<file path="src/rtl/usb_stat_pkg.sv">
// Package: shared pin indices and idle levels for the USB status indicator.
// Assumes: the index order below matches the func_en bit map.
package usb_stat_pkg;
    typedef enum logic [1:0] {
        PIN_SUSP = 2'd0,
        PIN_CFG  = 2'd1,
        PIN_LPWR = 2'd2,
        PIN_LED  = 2'd3
    } pin_idx_e;

    localparam int NUM_STAT_PINS = 3;   // pins fed from link state
    localparam int NUM_PINS      = 4;   // plus the LED
    // Idle level per status pin, index = pin_idx_e: susp high, cfg high, lowpwr low.
    localparam logic [NUM_STAT_PINS-1:0] STAT_IDLE = 3'b011;

    typedef struct packed {
        logic suspended;
        logic configured;
    } link_state_t;
endpackage

</file>
<file path="src/rtl/usb_idle_timer.sv">
// Module: bus-inactivity timer and suspend flag.
// Counts sampled idle cycles since the last activity, wake or reset. After
// LIMIT+1 idle samples it sets the suspend flag. While suspended, only a wake
// input clears the flag. Assumes all inputs are synchronous to clk.
module usb_idle_timer #(
    parameter int LIMIT = 144000
) (
    input  logic clk,
    input  logic rst_n,
    input  logic act,
    input  logic wake,
    output logic suspended
);
    localparam int CW = $clog2(LIMIT + 1);
    localparam logic [CW-1:0] LIMIT_C = CW'(LIMIT);

    logic [CW-1:0] idle_cnt;

    // Purpose: advance the idle count, enter suspend on timeout, leave it on wake.
    always_ff @(posedge clk) begin
        if (!rst_n) begin
            idle_cnt  <= '0;
            suspended <= 1'b0;
        end else if (suspended) begin
            if (wake) begin
                suspended <= 1'b0;
                idle_cnt  <= '0;
            end
        end else if (act || wake) begin
            idle_cnt <= '0;
        end else if (idle_cnt == LIMIT_C) begin
            suspended <= 1'b1;
        end else begin
            idle_cnt <= idle_cnt + 1'b1;
        end
    end

    // traffic or a wake strobe while awake keeps the block awake next cycle.
    p_act_keeps_awake_r1: assert property (@(posedge clk) disable iff (!rst_n)
        (!suspended && (act || wake)) |=> !suspended);
    // a wake strobe while suspended always ends suspend.
    p_wake_exits_r3: assert property (@(posedge clk) disable iff (!rst_n)
        (suspended && wake) |=> !suspended);
    // without a wake strobe, suspend is held regardless of activity.
    p_act_ignored_r4: assert property (@(posedge clk) disable iff (!rst_n)
        (suspended && !wake) |=> suspended);
    // the counter never passes its limit.
    p_no_overflow_r1: assert property (@(posedge clk) disable iff (!rst_n)
        idle_cnt <= LIMIT_C);
endmodule

</file>
<file path="src/rtl/usb_cfg_track.sv">
// Module: configured-state tracker.
// A configure strobe sets the flag and a bus reset clears it. The bus reset
// has priority. Assumes strobes are one-cycle and synchronous to clk.
module usb_cfg_track (
    input  logic clk,
    input  logic rst_n,
    input  logic cfg_evt,
    input  logic bus_reset,
    output logic configured
);
    // Purpose: hold the configured flag across configure and bus-reset events.
    always_ff @(posedge clk) begin
        if (!rst_n)         configured <= 1'b0;
        else if (bus_reset) configured <= 1'b0;
        else if (cfg_evt)   configured <= 1'b1;
    end

    // a bus reset leaves the device unconfigured on the next cycle.
    p_busrst_unconfig_r7: assert property (@(posedge clk) disable iff (!rst_n)
        bus_reset |=> !configured);
    // a configure strobe without a bus reset leaves it configured.
    p_cfg_sets_r7: assert property (@(posedge clk) disable iff (!rst_n)
        (cfg_evt && !bus_reset) |=> configured);
endmodule

</file>
<file path="src/rtl/usb_pin_mux.sv">
// Module: status pin polarity and enable muxing.
// Builds the active level of each state-driven pin from the link state, then
// picks either that level or the pin's idle level from its enable bit.
// Purely combinational. Assumes enables are quasi-static.
module usb_pin_mux
    import usb_stat_pkg::*;
#(
    parameter int NP = NUM_STAT_PINS
) (
    input  link_state_t   st,
    input  logic [NP-1:0] en,
    output logic [NP-1:0] pin
);
    logic          awake_cfg;
    logic [NP-1:0] lvl;

    // Purpose: map link state onto per-pin active levels.
    always_comb begin
        awake_cfg     = st.configured && !st.suspended;
        lvl           = '0;
        lvl[PIN_SUSP] = !st.suspended;
        lvl[PIN_CFG]  = !awake_cfg;
        lvl[PIN_LPWR] = awake_cfg;
    end

    for (genvar i = 0; i < NP; i++) begin : g_pin
        assign pin[i] = en[i] ? lvl[i] : STAT_IDLE[i];
    end
endmodule

</file>
<file path="src/rtl/usb_led_drv.sv">
// Module: traffic LED driver.
// Registers the busy input so the LED output is glitch-free, active low.
// Assumes spi_busy is synchronous to clk.
module usb_led_drv (
    input  logic clk,
    input  logic rst_n,
    input  logic busy,
    input  logic en,
    output logic led_n
);
    // Purpose: light the LED one cycle after an enabled busy sample.
    always_ff @(posedge clk) begin
        if (!rst_n) led_n <= 1'b1;
        else        led_n <= !(busy && en);
    end
endmodule

</file>
<file path="src/rtl/usb_status_ind.sv">
// Module: USB device status indicator generator (top).
// Combines the inactivity timer, the configured tracker, the pin polarity mux
// and the LED driver. The suspend timeout is LIMIT = CLK_KHZ*SUSPEND_US/1000
// cycles. Assumes every input is synchronous to clk, and rst_n is the device reset.
module usb_status_ind
    import usb_stat_pkg::*;
#(
    parameter int CLK_KHZ    = 48000,
    parameter int SUSPEND_US = 3000
) (
    input  logic                clk,
    input  logic                rst_n,
    input  logic                bus_act,
    input  logic                cfg_evt,
    input  logic                bus_reset,
    input  logic                resume_det,
    input  logic                spi_busy,
    input  logic [NUM_PINS-1:0] func_en,
    output logic                susp_n,
    output logic                cfg_n,
    output logic                lowpwr,
    output logic                led_n
);
    localparam int LIMIT = (CLK_KHZ * SUSPEND_US) / 1000;

    link_state_t              st;
    logic                     wake;
    logic [NUM_STAT_PINS-1:0] stat_pins;

    assign wake = resume_det || bus_reset;

    usb_idle_timer #(.LIMIT(LIMIT)) u_timer (
        .clk       (clk),
        .rst_n     (rst_n),
        .act       (bus_act),
        .wake      (wake),
        .suspended (st.suspended)
    );

    usb_cfg_track u_cfg (
        .clk        (clk),
        .rst_n      (rst_n),
        .cfg_evt    (cfg_evt),
        .bus_reset  (bus_reset),
        .configured (st.configured)
    );

    usb_pin_mux #(.NP(NUM_STAT_PINS)) u_mux (
        .st  (st),
        .en  (func_en[NUM_STAT_PINS-1:0]),
        .pin (stat_pins)
    );

    usb_led_drv u_led (
        .clk   (clk),
        .rst_n (rst_n),
        .busy  (spi_busy),
        .en    (func_en[PIN_LED]),
        .led_n (led_n)
    );

    assign susp_n = stat_pins[PIN_SUSP];
    assign cfg_n  = stat_pins[PIN_CFG];
    assign lowpwr = stat_pins[PIN_LPWR];

    // with both enabled, the configured and low-power pins stay opposite.
    p_cfg_lp_opposed_r6: assert property (@(posedge clk) disable iff (!rst_n)
        (func_en[PIN_CFG] && func_en[PIN_LPWR]) |-> (cfg_n != lowpwr));
    // a low suspend pin never coexists with a high low-power pin.
    p_susp_forces_low_r2: assert property (@(posedge clk) disable iff (!rst_n)
        (func_en[PIN_SUSP] && !susp_n) |-> !lowpwr);
    // an enabled busy sample lights the LED on the next cycle.
    p_led_follows_r8: assert property (@(posedge clk) disable iff (!rst_n)
        (func_en[PIN_LED] && spi_busy) |=> !led_n);
    // a disabled LED function leaves the LED dark on the next cycle.
    p_led_idle_r9: assert property (@(posedge clk) disable iff (!rst_n)
        !func_en[PIN_LED] |=> led_n);
endmodule

</file>
<file path="config.mk">
export PLATFORM = sky130hd
export DESIGN_NAME = usb_status_ind
export DESIGN_NICKNAME = d
export VERILOG_FILES = /design/src/rtl/usb_stat_pkg.sv /design/src/rtl/usb_idle_timer.sv /design/src/rtl/usb_cfg_track.sv /design/src/rtl/usb_pin_mux.sv /design/src/rtl/usb_led_drv.sv /design/src/rtl/usb_status_ind.sv
export SDC_FILE = /design/constraint.sdc
export NUM_CORES = 1
export LEC_CHECK = 0
export ABC_AREA = 1
export BUFFER_PORTS_ARGS = -buffer_cell sky130_fd_sc_hd__buf_2
export CAP_MARGIN = 5
export CORE_MARGIN = 5
export CORE_UTILIZATION = 45
export CTS_CLUSTER_DIAMETER = 200
export DETAILED_ROUTE_END_ITERATION = 8
export GPL_ROUTABILITY_DRIVEN = 0
export PLACE_DENSITY_LB_ADDON = 0.15
export SKIP_LAST_GASP = 1
export SLEW_MARGIN = 20
export SYNTH_ARGS = -nofsm -noshare
export SYNTH_HDL_FRONTEND = slang
export SYNTH_SLANG_ARGS = --single-unit
</file>
<file path="constraint.sdc">
create_clock -name clk -period 2 [get_ports clk]
set_input_delay 0.3 -clock clk [delete_from_list [all_inputs] [get_ports clk]]
set_output_delay 0.3 -clock clk [all_outputs]
set_load 0.01 [all_outputs]
</file>
Word level (Yosys, flattened, before mapping)
Cells that the tools add are included.
{"block": "classes", "n_addsub": 1, "n_eq_ne": 3, "muxes": 11, "bitwise": 1, "n_reduce_logical": 9}
{"cell": "2-to-1 mux 18 bit", "count": 4}
{"cell": "adder 18 x 1 -> 18 bit (second input constant)", "count": 1}
{"cell": "equality test 18 bit (second input constant)", "count": 1}
{"cell": "2-to-1 mux 1 bit", "count": 7}
{"cell": "zero test 1 bit", "count": 3}
{"cell": "inequality test 3 x 1 -> 1 bit (second input constant)", "count": 1}
{"cell": "logical AND 1 bit", "count": 2}
{"cell": "logical OR 1 bit", "count": 2}
{"cell": "inequality test 2 x 1 -> 1 bit (second input constant)", "count": 1}
{"cell": "AND reduction 2 bit", "count": 1}
{"cell": "OR reduction 2 bit", "count": 1}
{"cell": "inverter 1 bit", "count": 1}
{"block": "word_totals", "regBits": 21, "output_inout_bits": 4, "wordCells": 29}

Depth between registers and ports, before layout
Gate-level depths: netlist of the first run.
{"block": "logic_depth", "ltp_word": 4, "mapped_depth": 12, "depth_no_buf": 11}

By module
Synthesis of the first run repeated with hierarchy kept, for this count alone.
{"block": "unflattened", "hier_cells": 223, "hier_area_um2": 1385.1}
{"module": "usb_idle_timer", "n_inst": 1, "cells_per_inst": 207, "area_per_inst_um2": 1285.0, "seq_area_each_um2": 380.4}
{"module": "usb_cfg_track", "n_inst": 1, "cells_per_inst": 5, "area_per_inst_um2": 35.0, "seq_area_each_um2": 20.0}
{"module": "usb_pin_mux", "n_inst": 1, "cells_per_inst": 6, "area_per_inst_um2": 28.8, "seq_area_each_um2": 0.0}
{"module": "usb_led_drv", "n_inst": 1, "cells_per_inst": 2, "area_per_inst_um2": 25.0, "seq_area_each_um2": 20.0}
{"module": "usb_status_ind", "n_inst": 1, "cells_per_inst": 3, "area_per_inst_um2": 11.3, "seq_area_each_um2": 0.0}

Least setup slack after synthesis of the first run
Ideal clock, no wire load.
{"block": "synth_path", "path_type": "reg2reg", "start": "register u_timer.idle_cnt[0]", "end": "register u_timer.idle_cnt[12]", "setup_time_ns": 0.109, "arrival_ns": 1.256, "t_required_ns": 1.891, "slack_ns": 0.636, "stages_incl_launch_ff": 13, "synth_period_minus_slack_ns": 1.364, "path_cell_list": "dfxtp_1 > inv_1 > ha_1 > nand2_1 > nor2_1 > nand3_1 > nand2_1 > nand2_1 > buf_6 > nand2_1 > nand2_1 > nand2_1 > inv_1"}
{"block": "synth_via", "elab_chain_len": 4}
{"element": "from (decl)", "line": "usb_idle_timer.sv:17", "text": "logic [CW-1:0] idle_cnt;"}
{"element": "from (signal assigned)", "line": "usb_idle_timer.sv:34", "text": "idle_cnt <= idle_cnt + 1'b1;"}
{"element": "adder 18 x 1 -> 18 bit", "line": "usb_idle_timer.sv:34"}
{"element": "2-to-1 mux 18 bit", "line": "usb_idle_timer.sv:31", "text": "end else if (idle_cnt == LIMIT_C) begin"}
{"element": "2-to-1 mux 18 bit", "line": "usb_idle_timer.sv:29", "text": "end else if (act || wake) begin"}
{"element": "2-to-1 mux 18 bit", "line": "usb_idle_timer.sv:24", "text": "end else if (suspended) begin"}
Parallel ways exist; a longest one is shown, timed or not. The select of a mux whose other input is x is not followed.
A chain may end at the register's enable or synchronous reset.

Worst setup path in the final report of the first run
{"block": "layout_path", "start": "register u_timer.idle_cnt[0]", "end": "register u_timer.idle_cnt[17]"}
The elaborated chain is that of the path after synthesis.

==> results of run 1 <==
## worst paths after layout
path / depth (start not counted) / slack (ns) / to / start
worst max-delay path: 11 / 0.34 / u_timer.idle_cnt[17] / u_timer.idle_cnt[0]
worst max register to register: 11 / 0.34 / u_timer.idle_cnt[17] / u_timer.idle_cnt[0]
worst min register to register: 2 / 0.51 / u_cfg.configured / u_cfg.configured
worst min-delay path: 2 / 0.15 / u_cfg.configured / bus_reset
## worst max-delay path: stages (launching register included)
cell	delay, ns
dfxtp_1	0.34
inv_1	0.15
ha_1	0.17
nand2_1	0.05
nor2_1	0.10
nand3_1	0.09
nand2_1	0.08
nand2_1	0.29
nand3_1	0.17
nand2_1	0.06
nand2_1	0.05
inv_1	0.04
## cells in the mapped netlist (all sizes together)
cell type and number:
and2 2, o2111ai 1, nor3 6, xor2 1, dfxtp 21, nand4 11
inv 32, nand3 25, o21ai 7, or2 1, nor2 27, nand2 54
ha 2, a21oi 12, buf 4, and3 1, clkinv 1
## logic make-up after synthesis
logic type | Yosys count | synth area share, %
and+or+nand+nor | 127 | 44.9
DFF | 21 | 32.2
buffers and inverters | 37 | 12.0
xor gates and xnor gates | 1 | 0.672
AOI/OAI and AO/OA | 20 | 8.25
adders and majority gates | 2 | 1.92
## per-layer routing
layer | vias up | wire, um
li1 | 702 | -
met1 | 612 | 1460
met2 | 41 | 1590
met3 | 7 | 174
met4 | 0 | 48
met5 | - | 0
## power groups by stage
stage | clock network (mW) | logic [mW] | registers, mW
CTS | 0.222 | 0.0406 | 0.422
global placement | 0 | 0.0399 | 0.431
floorplan | 0 | 0.0197 | 0.431
detailed placement | 0 | 0.0405 | 0.431
global route | 0.250 | 0.0451 | 0.422
finish | 0.212 | 0.0407 | 0.422
## state kept, by name, indices dropped and copies added, names as in the netlist
signal             flops
u_led.led_n            1
u_cfg.configured       1
u_timer.idle_cnt      18
u_timer.suspended      1
## per-stage QoR
| step | utilization [%] | instances | hold slack [ns] |
|---|---|---|---|
| after floorplan | - | 208 | 0.372 |
| after global placement | 50.9 | 252 | 0.487 |
| after detailed placement | 50.9 | 252 | 0.488 |
| after CTS | 51.9 | 256 | 0.138 |
| after global routing | 51.9 | 256 | 0.135 |
| final | 51.9 | 256 | 0.150 |
## area by class of cell
class | instances | area [um^2]
inverters | 33 | 124
fillers | 283 | 1330
clock inverters | 1 | 5.00
multi-input cells | 150 | 727
repair buffers | 17 | 92.6
well taps | 31 | 38.8
clock buffers | 3 | 22.5
flip-flops and latches | 21 | 420
==> summary.md, run 1 <==
| Metric | Value |
|---|---|
| Initial antenna violation count | `0` |
| Layout cells sized above 1 | `11.6%` |
| Status | `completed` |
| Most common cell after layout, fill and taps aside | `nand2_1` |
| Crit Path Class | `flop to flop` |
| Synth-to-Final Area Change | `9.69%` |
| NumNets Final | `around 240` |
| Sink Count | `21` |
| Hold Fails Final Rpt | `0` |
| Worst skew pair latency | `0.31 ns` |
| RSZ-0062 raised after global routing | `false` |
| Mapped Avg Cell Area | `around 6.3 um^2` |
| Dpl hpwl | `2.46 mm` |
| Tightest Pin Transition | `roughly 0.46 ns` |
| Sw Pwr | `164 uW` |
| Clock power frac | `between 30% and 40%` |
| Met3 usage | `2.98%` |
| Postcts setup bufs | `0` |
| Post-CTS sizing | `0` |
| Clock Path Buffers | `2` |
| Worst-path maximum fanout | `12` |
| Met2 GRT Util | `between 20% and 30%` |
| Final worst path period share | `83.2%` |
| Max cap viols | `0` |
| Worst EP arrival | `1.89 ns` |
| Ys Warns | `0` |
| Synthesized flop and latch total | `21` |
| Min-Delay Path Class | `input pin to flop` |
| Req. time, crit path | `2.22 ns` |
| Largest net degree at the start of global routing | `13` |
| Remaining DRCs | `0` |
| CTS tree | `built` |
| WL per Instance | `around 13 um` |
| Pre-CTS setup slack | `0.371 ns` |
| Area after DPL | `1400 um^2` |
| GR Util met1 | `22.3%` |
| Layout Skew | `about 0.0035 ns` |
| Input/output buffers | `14` |
| Clock root cell | `clkbuf_4` |
| Leak | `0.638 nW` |
| Fin area | `1430 um^2` |
| Worst IR Drop VDD | `0.308 mV` |
| Final count of negative-setup-slack endpoints | `0` |
| Seq pwr share | `62.5%` |
| Rel. slew slack | `between 60 and 70%` |
| Switching Share | `24.3%` |
| Remaining Overflow, GRT | `0` |
| Die H | `63.8 um` |
| Worst setup SP type | `flop` |
| Setup ws final | `0.337 ns` |
| Detail Route Antenna Nets | `0` |
| Cts-stage hold buffer count | `0` |
| Die Span X | `approximately 64 um` |
| 1st-pass router iterations | `4` |
| Power share of the combinational group | `under 10%` |
| Share of the synthesized area in the top cell type | `32.2%` |
| Final wirelength | `3.27 mm` |
| Leading area contributor after synthesis | `dfxtp_1` |
| GRT Max-Usage Layer | `met2` |
| Inserted Diodes | `0` |
| Mapped Cells | `208` |
| Vias in the first global route | `1317` |
| Die area | `between 4000 and 5000 um^2` |
| H-tree lvl count | `1` |
| Final setup TNS | `0 ns` |
| Post-synthesis sequential area ratio | `32.2%` |
| Row count | `19` |
| Maximum clock frequency | `601 MHz` |
| First-pass GRT wire length | `approximately 5.8 mm` |
| Core area | `2760 um^2` |
| Count of pins over their slew limit | `0` |
| Post-Syn Nets | `221` |
| Vias per cell | `5.32` |
| GRT Total Usage | `around 17%` |
| Ports | `15` |
| Power Internal | `511 uW` |
| Initial Utilization | `47.3%` |
| Synth area leaders | `dfxtp_1, nand2_1, nand3_1` |
| TritonCTS buffer count | `3` |
| Synth unique cells | `23` |
| Synthesized area | `about 1300 um^2` |
| Cell Pwr Density | `472 nW/um^2` |
| Vias | `1362` |
| Initial DRC Count | `111` |
| Final worst path period need | `1.66 ns` |
| Worst Setup End Kind | `flop` |
| Clock-pin slew on the worst setup and hold paths | `0.12 ns` |
| Final Power | `675 uW` |
| Most frequent cells in the layout | `nand2_1, inv_1, nor2_1` |
No activity file was read; power rests on OpenSTA's default activity.
==> inputs of run 2 (changes only) <==
- clock period: 2 -> 1.53 ns (I/O delays scaled with it)
==> summary.md, run 2 (same netlist as run 1, synthesis figures left out) <==
| Metric | Value |
|---|---|
| Most common cell after layout, fill and taps aside | `nand2_1` |
| Detail Route Antenna Nets | `0` |
| First-pass GRT wire length | `5.69 mm` |
| Initial Utilization | `47.3%` |
| Die Span X | `between 60 and 70 um` |
| Dpl cells | `264` |
| Clock-pin slew on the worst setup and hold paths | `0.13 ns` |
| Sink Count | `21` |
| Final worst path period need | `between 1 and 1.5 ns` |
| Status | `completed` |
| Power share of the combinational group | `6.8%` |
| Power Internal | `672 uW` |
| Multi-input gate area | `798 um^2` |
| Max reg flops | `18` |
| Clock root cell | `clkbuf_4` |
| Remaining Overflow, GRT | `0` |
| 1st-pass router iterations | `4` |
| Die H | `63.8 um` |
| Worst-path maximum fanout | `6` |
| Count of pins over their slew limit | `0` |
| M1 wire length | `between 1.5 and 2 mm` |
| Most frequent cells in the layout | `nand2_1, inv_1, nand3_1` |
| Largest net degree at the start of global routing | `13` |
| Synth-to-Final Area Change | `28.1%` |
| Clock Path Buffers | `2` |
| Min-Delay Path Class | `input pin to flop` |
| Clock power frac | `between 30% and 40%` |
| Sw Pwr | `217 uW` |
| Row count | `19` |
| Initial antenna violation count | `0` |
| Worst IR Drop VDD | `around 0.4 mV` |
| DR WL met3 | `163 um` |
| Req. time, crit path | `1.80 ns` |
| Final count of negative-setup-slack endpoints | `0` |
| Final wirelength | `3.49 mm` |
| Switching Share | `24.4%` |
| Sequential cell area | `434 um^2` |
| Seq pwr share | `61.7%` |
| WL per Instance | `between 10 and 15 um` |
| Vias per cell | `5.35` |
| CTS tree | `built` |
| Input/output buffers | `14` |
| Layout Skew | `0.00787 ns` |
| Vias in the first global route | `between 1000 and 1500` |
| Maximum clock frequency | `681 MHz` |
| Rel. slew slack | `79.8%` |
| Worst EP arrival | `1.73 ns` |
| Layout cells sized above 1 | `27.0%` |
| Top reg by flops | `u_timer.idle_cnt` |
| Final Power | `889 uW` |
| Top sig layer | `met4` |
| Inserted Diodes | `0` |
| H-tree lvl count | `1` |
| Final Non-Filler Cells | `275` |
| Remaining DRCs | `0` |
| Worst Setup End Kind | `flop` |
| Leak | `between 0.7 and 0.8 nW` |
| FILL cells | `between 200 and 300` |
| Final worst path period share | `96.0%` |
| Tightest Pin Transition | `around 0.3 ns` |
| Die area | `4070 um^2` |
| Dpl hpwl | `around 2.5 mm` |
| Vias | `~1500` |
| Crit Path Class | `flop to flop` |
| Core area | `2760 um^2` |
| Max cap viols | `0` |
| NumNets Final | `258` |
| Ports | `15` |
| Initial DRC Count | `64` |
| GRT Total Usage | `between 15 and 20%` |
| Worst skew pair latency | `0.31 ns` |
| Worst setup SP type | `flop` |
| Cell Pwr Density | `532 nW/um^2` |
| TritonCTS buffer count | `3` |
| Met2 wire len | `1.72 mm` |
| Hold Fails Final Rpt | `0` |
==> run 2: area by class of cell <==
class	instances	area share, %
Multi-Input combinational cell	150	47.8
Sequential cell	21	26.0
Timing Repair Buffer	36	14.8
Inverter	33	7.57
Tap cell	31	2.32
Clock buffer	4	1.57
==> run 2: worst max-delay path, cell delays in order (launching register included) <==
cell and delay (ns):
dfxtp_4 0.38, inv_4 0.07, ha_4 0.12, nand2_1 0.05
nor2_1 0.09, nand3_1 0.08, nand2_2 0.10, buf_6 0.11
nand3_4 0.09, buf_6 0.15, buf_4 0.12, inv_1 0.04
==> run 2: worst paths after layout <==
check / startpoint / end / slack (ns) / cells after the start
worst max-delay path: u_timer.idle_cnt[0] / u_timer.suspended / 0.06 / 11
worst min register to register: u_cfg.configured / u_cfg.configured / 0.51 / 2
worst min-delay path: func_en[3] / u_led.led_n / 0.08 / 2
worst max register to register: u_timer.idle_cnt[0] / u_timer.suspended / 0.06 / 11
==> run 2: power groups by stage <==
stage                     sequential (mW)  combinational [mW]  clock, mW
after floorplan                     0.564              0.0257          0
after global placement              0.563              0.0543          0
after detailed placement            0.563              0.0549          0
after CTS                           0.551              0.0553      0.299
after global routing                0.550              0.0679      0.329
final                               0.549              0.0607      0.280
==> run 2: through the flow <==
| step | hold slack [ns] | utilization [%] | TNS (ns) | cell area (um^2) | setup slack (ns) |
|---|---|---|---|---|---|
| after global placement | 0.416 | 54.1 | -0.0299 | 1490 | -0.0240 |
| final | 0.0850 | 60.6 | 0 | 1670 | 0.0619 |
| after floorplan | 0.301 | - | 0 | 1300 | 0.166 |
| after global routing | 0.0645 | 60.6 | -0.228 | 1670 | -0.0814 |
| after detailed placement | 0.423 | 54.1 | -0.433 | 1490 | -0.0606 |
| after CTS | 0.0746 | 55.2 | 0 | 1520 | 0.0202 |
==> run 2: what timing repair did <==
item                                   in CTS  in global routing
setup endpoints to repair                  12                 19
hold buffers                                0                  0
setup buffers                               0                  7
endpoints found under the hold margin       0                  0
pin swaps                                   0                  5
resized for setup                           2                 35
==> run 2: routing by layer <==
| layer | GRT usage [%] | vias up |
|---|---|---|
| met3 | 4.03 | 13 |
| met2 | 26.6 | 43 |
| met1 | 21.9 | 667 |
| met5 | 0 | - |
| li1 | - | 748 |
| met4 | 9.09 | 0 |
==> inputs of run 3 (changes only) <==
- SETUP_SLACK_MARGIN: unset -> 0.5
==> summary.md, run 3 (same netlist as run 1, synthesis figures left out) <==
| Metric | Value |
|---|---|
| Initial Utilization | `47.3%` |
| GRT Total Usage | `20.5%` |
| Cts-stage hold buffer count | `0` |
| 1st-pass router iterations | `4` |
| Crit Path Class | `flop to flop` |
| Min-Delay Path Class | `input pin to flop` |
| WL per Instance | `~15 um` |
| RSZ-0062 raised after global routing | `true` |
| Initial antenna violation count | `0` |
| Most common cell after layout, fill and taps aside | `nand2_1` |
| Input/output buffers | `14` |
| Layout Skew | `0.0129 ns` |
| Remaining Overflow, GRT | `0` |
| Final count of negative-setup-slack endpoints | `0` |
| Vias | `1582` |
| Ports | `15` |
| Worst Hold Slack | `0.0562 ns` |
| Worst Setup End Kind | `flop` |
| Most frequent cells in the layout | `nand2_1, inv_1, buf_4` |
| Final setup TNS | `0 ns` |
| Clock root cell | `clkbuf_4` |
| Remaining DRCs | `0` |
| Sink Count | `21` |
| Row count | `19` |
| Largest net degree at the start of global routing | `13` |
| Initial DRC Count | `between 100 and 150` |
| H-tree lvl count | `1` |
| Final Non-Filler Cells | `283` |
| Worst-path maximum fanout | `8` |
| Vias per cell | `5.59` |
| Hold Fails Final Rpt | `0` |
| Cell Pwr Density | `477 nW/um^2` |
| Dpl hpwl | `2.67 mm` |
| Die Span X | `63.8 um` |
| Rel. slew slack | `about 72%` |
| Clock Path Buffers | `2` |
| Count of pins over their slew limit | `0` |
| Worst setup SP type | `flop` |
| Die H | `63.8 um` |
| Inserted Diodes | `0` |
| Dpl cells | `265` |
| Req. time, crit path | `1.79 ns` |
| TritonCTS buffer count | `3` |
| Final Power | `922 uW` |
| Status | `completed` |
| Final wirelength | `4.39 mm` |
| Worst EP arrival | `1.73 ns` |
| Vias in the first global route | `1507` |
| Core area | `2760 um^2` |
| Maximum clock frequency | `approximately 700 MHz` |
| Detail Route Antenna Nets | `0` |
| Worst IR Drop VDD | `~0.46 mV` |
| First-pass GRT wire length | `6.80 mm` |
| Final worst path period share | `96.0%` |
| Layout cells sized above 1 | `between 40% and 50%` |
| Clock-pin slew on the worst setup and hold paths | `0.14 ns` |
| CTS tree | `built` |
| Max cap viols | `0` |
| Max reg flops | `18` |
| Tightest Pin Transition | `0.410 ns` |
| Die area | `4070 um^2` |
| Leak | `0.849 nW` |
| NumNets Final | `approximately 270` |
| Final worst path period need | `1.47 ns` |
| Synth-to-Final Area Change | `48.1%` |
| Worst skew pair latency | `0.33 ns` |
| Top reg by flops | `u_timer.idle_cnt` |
| Reg2Reg Setup Slack | `0.06 ns` |
-- run 3: routing by layer --
| layer | wire [um] | vias to the layer above | global-route usage (%) |
|---|---|---|---|
| li1 | - | 759 | - |
| met5 | 0 | - | 0 |
| met1 | 1730 | 737 | 25.3 |
| met3 | 340 | 12 | 3.33 |
| met4 | 111 | 0 | 9.35 |
| met2 | 2200 | 74 | 34.7 |
-- run 3: final timing paths --
path	end	start	cells past startpoint
worst max-delay path	u_timer.idle_cnt[7]	u_timer.idle_cnt[1]	10
worst min-delay path	u_cfg.configured	bus_reset	2
worst max register to register	u_timer.idle_cnt[7]	u_timer.idle_cnt[1]	10
worst min register to register	u_timer.idle_cnt[11]	u_timer.idle_cnt[11]	2
-- run 3: through the flow --
| step | area (um^2) | util, % | setup slack, ns |
|---|---|---|---|
| 2_1_floorplan | 1340 | - | 0.211 |
| 3_3_place_gp | 1530 | 55.5 | 0.0215 |
| 3_5_place_dp | 1530 | 55.5 | -0.0168 |
| 4_1_cts | 1760 | 63.7 | 0.111 |
| 5_1_grt | 1930 | 70.0 | -0.0305 |
| 6_report | 1930 | 70.0 | 0.0609 |
-- run 3: critical path, cell delays in order (launching register included) --
cell and delay, ns:
dfxtp_4 0.39, inv_4 0.06, ha_4 0.13, nand2_4 0.05
nor2_4 0.12, nand3_4 0.09, nand2_4 0.09, buf_12 0.11
buf_8 0.12, nand3_1 0.08, a21oi_1 0.15
-- run 3: area by class of cell --
| cell class | count | area (um^2) |
|---|---|---|
| clock inverters | 1 | 5.00 |
| multi-input cells | 151 | 946 |
| clock buffers | 3 | 22.5 |
| fillers | 217 | 827 |
| well taps | 31 | 38.8 |
| repair buffers | 43 | 338 |
| flip-flops and latches | 21 | 449 |
| inverters | 33 | 131 |
-- run 3: what timing repair did --
action	4_1_cts	5_1_grt
gates cloned	1	0
pin swaps	12	17
gates resized for setup	36	43
endpoints found under the setup margin	22	23
buffers inserted	10	3
-- run 3: where the power goes --
| group | total, mW | switching, mW | internal (mW) |
|---|---|---|---|
| Combinational | 0.0795 | 0.0476 | 0.0319 |
| Sequential | 0.545 | 0.00350 | 0.542 |
| Clock | 0.297 | 0.199 | 0.0982 |
| Total | 0.922 | 0.250 | 0.672 |
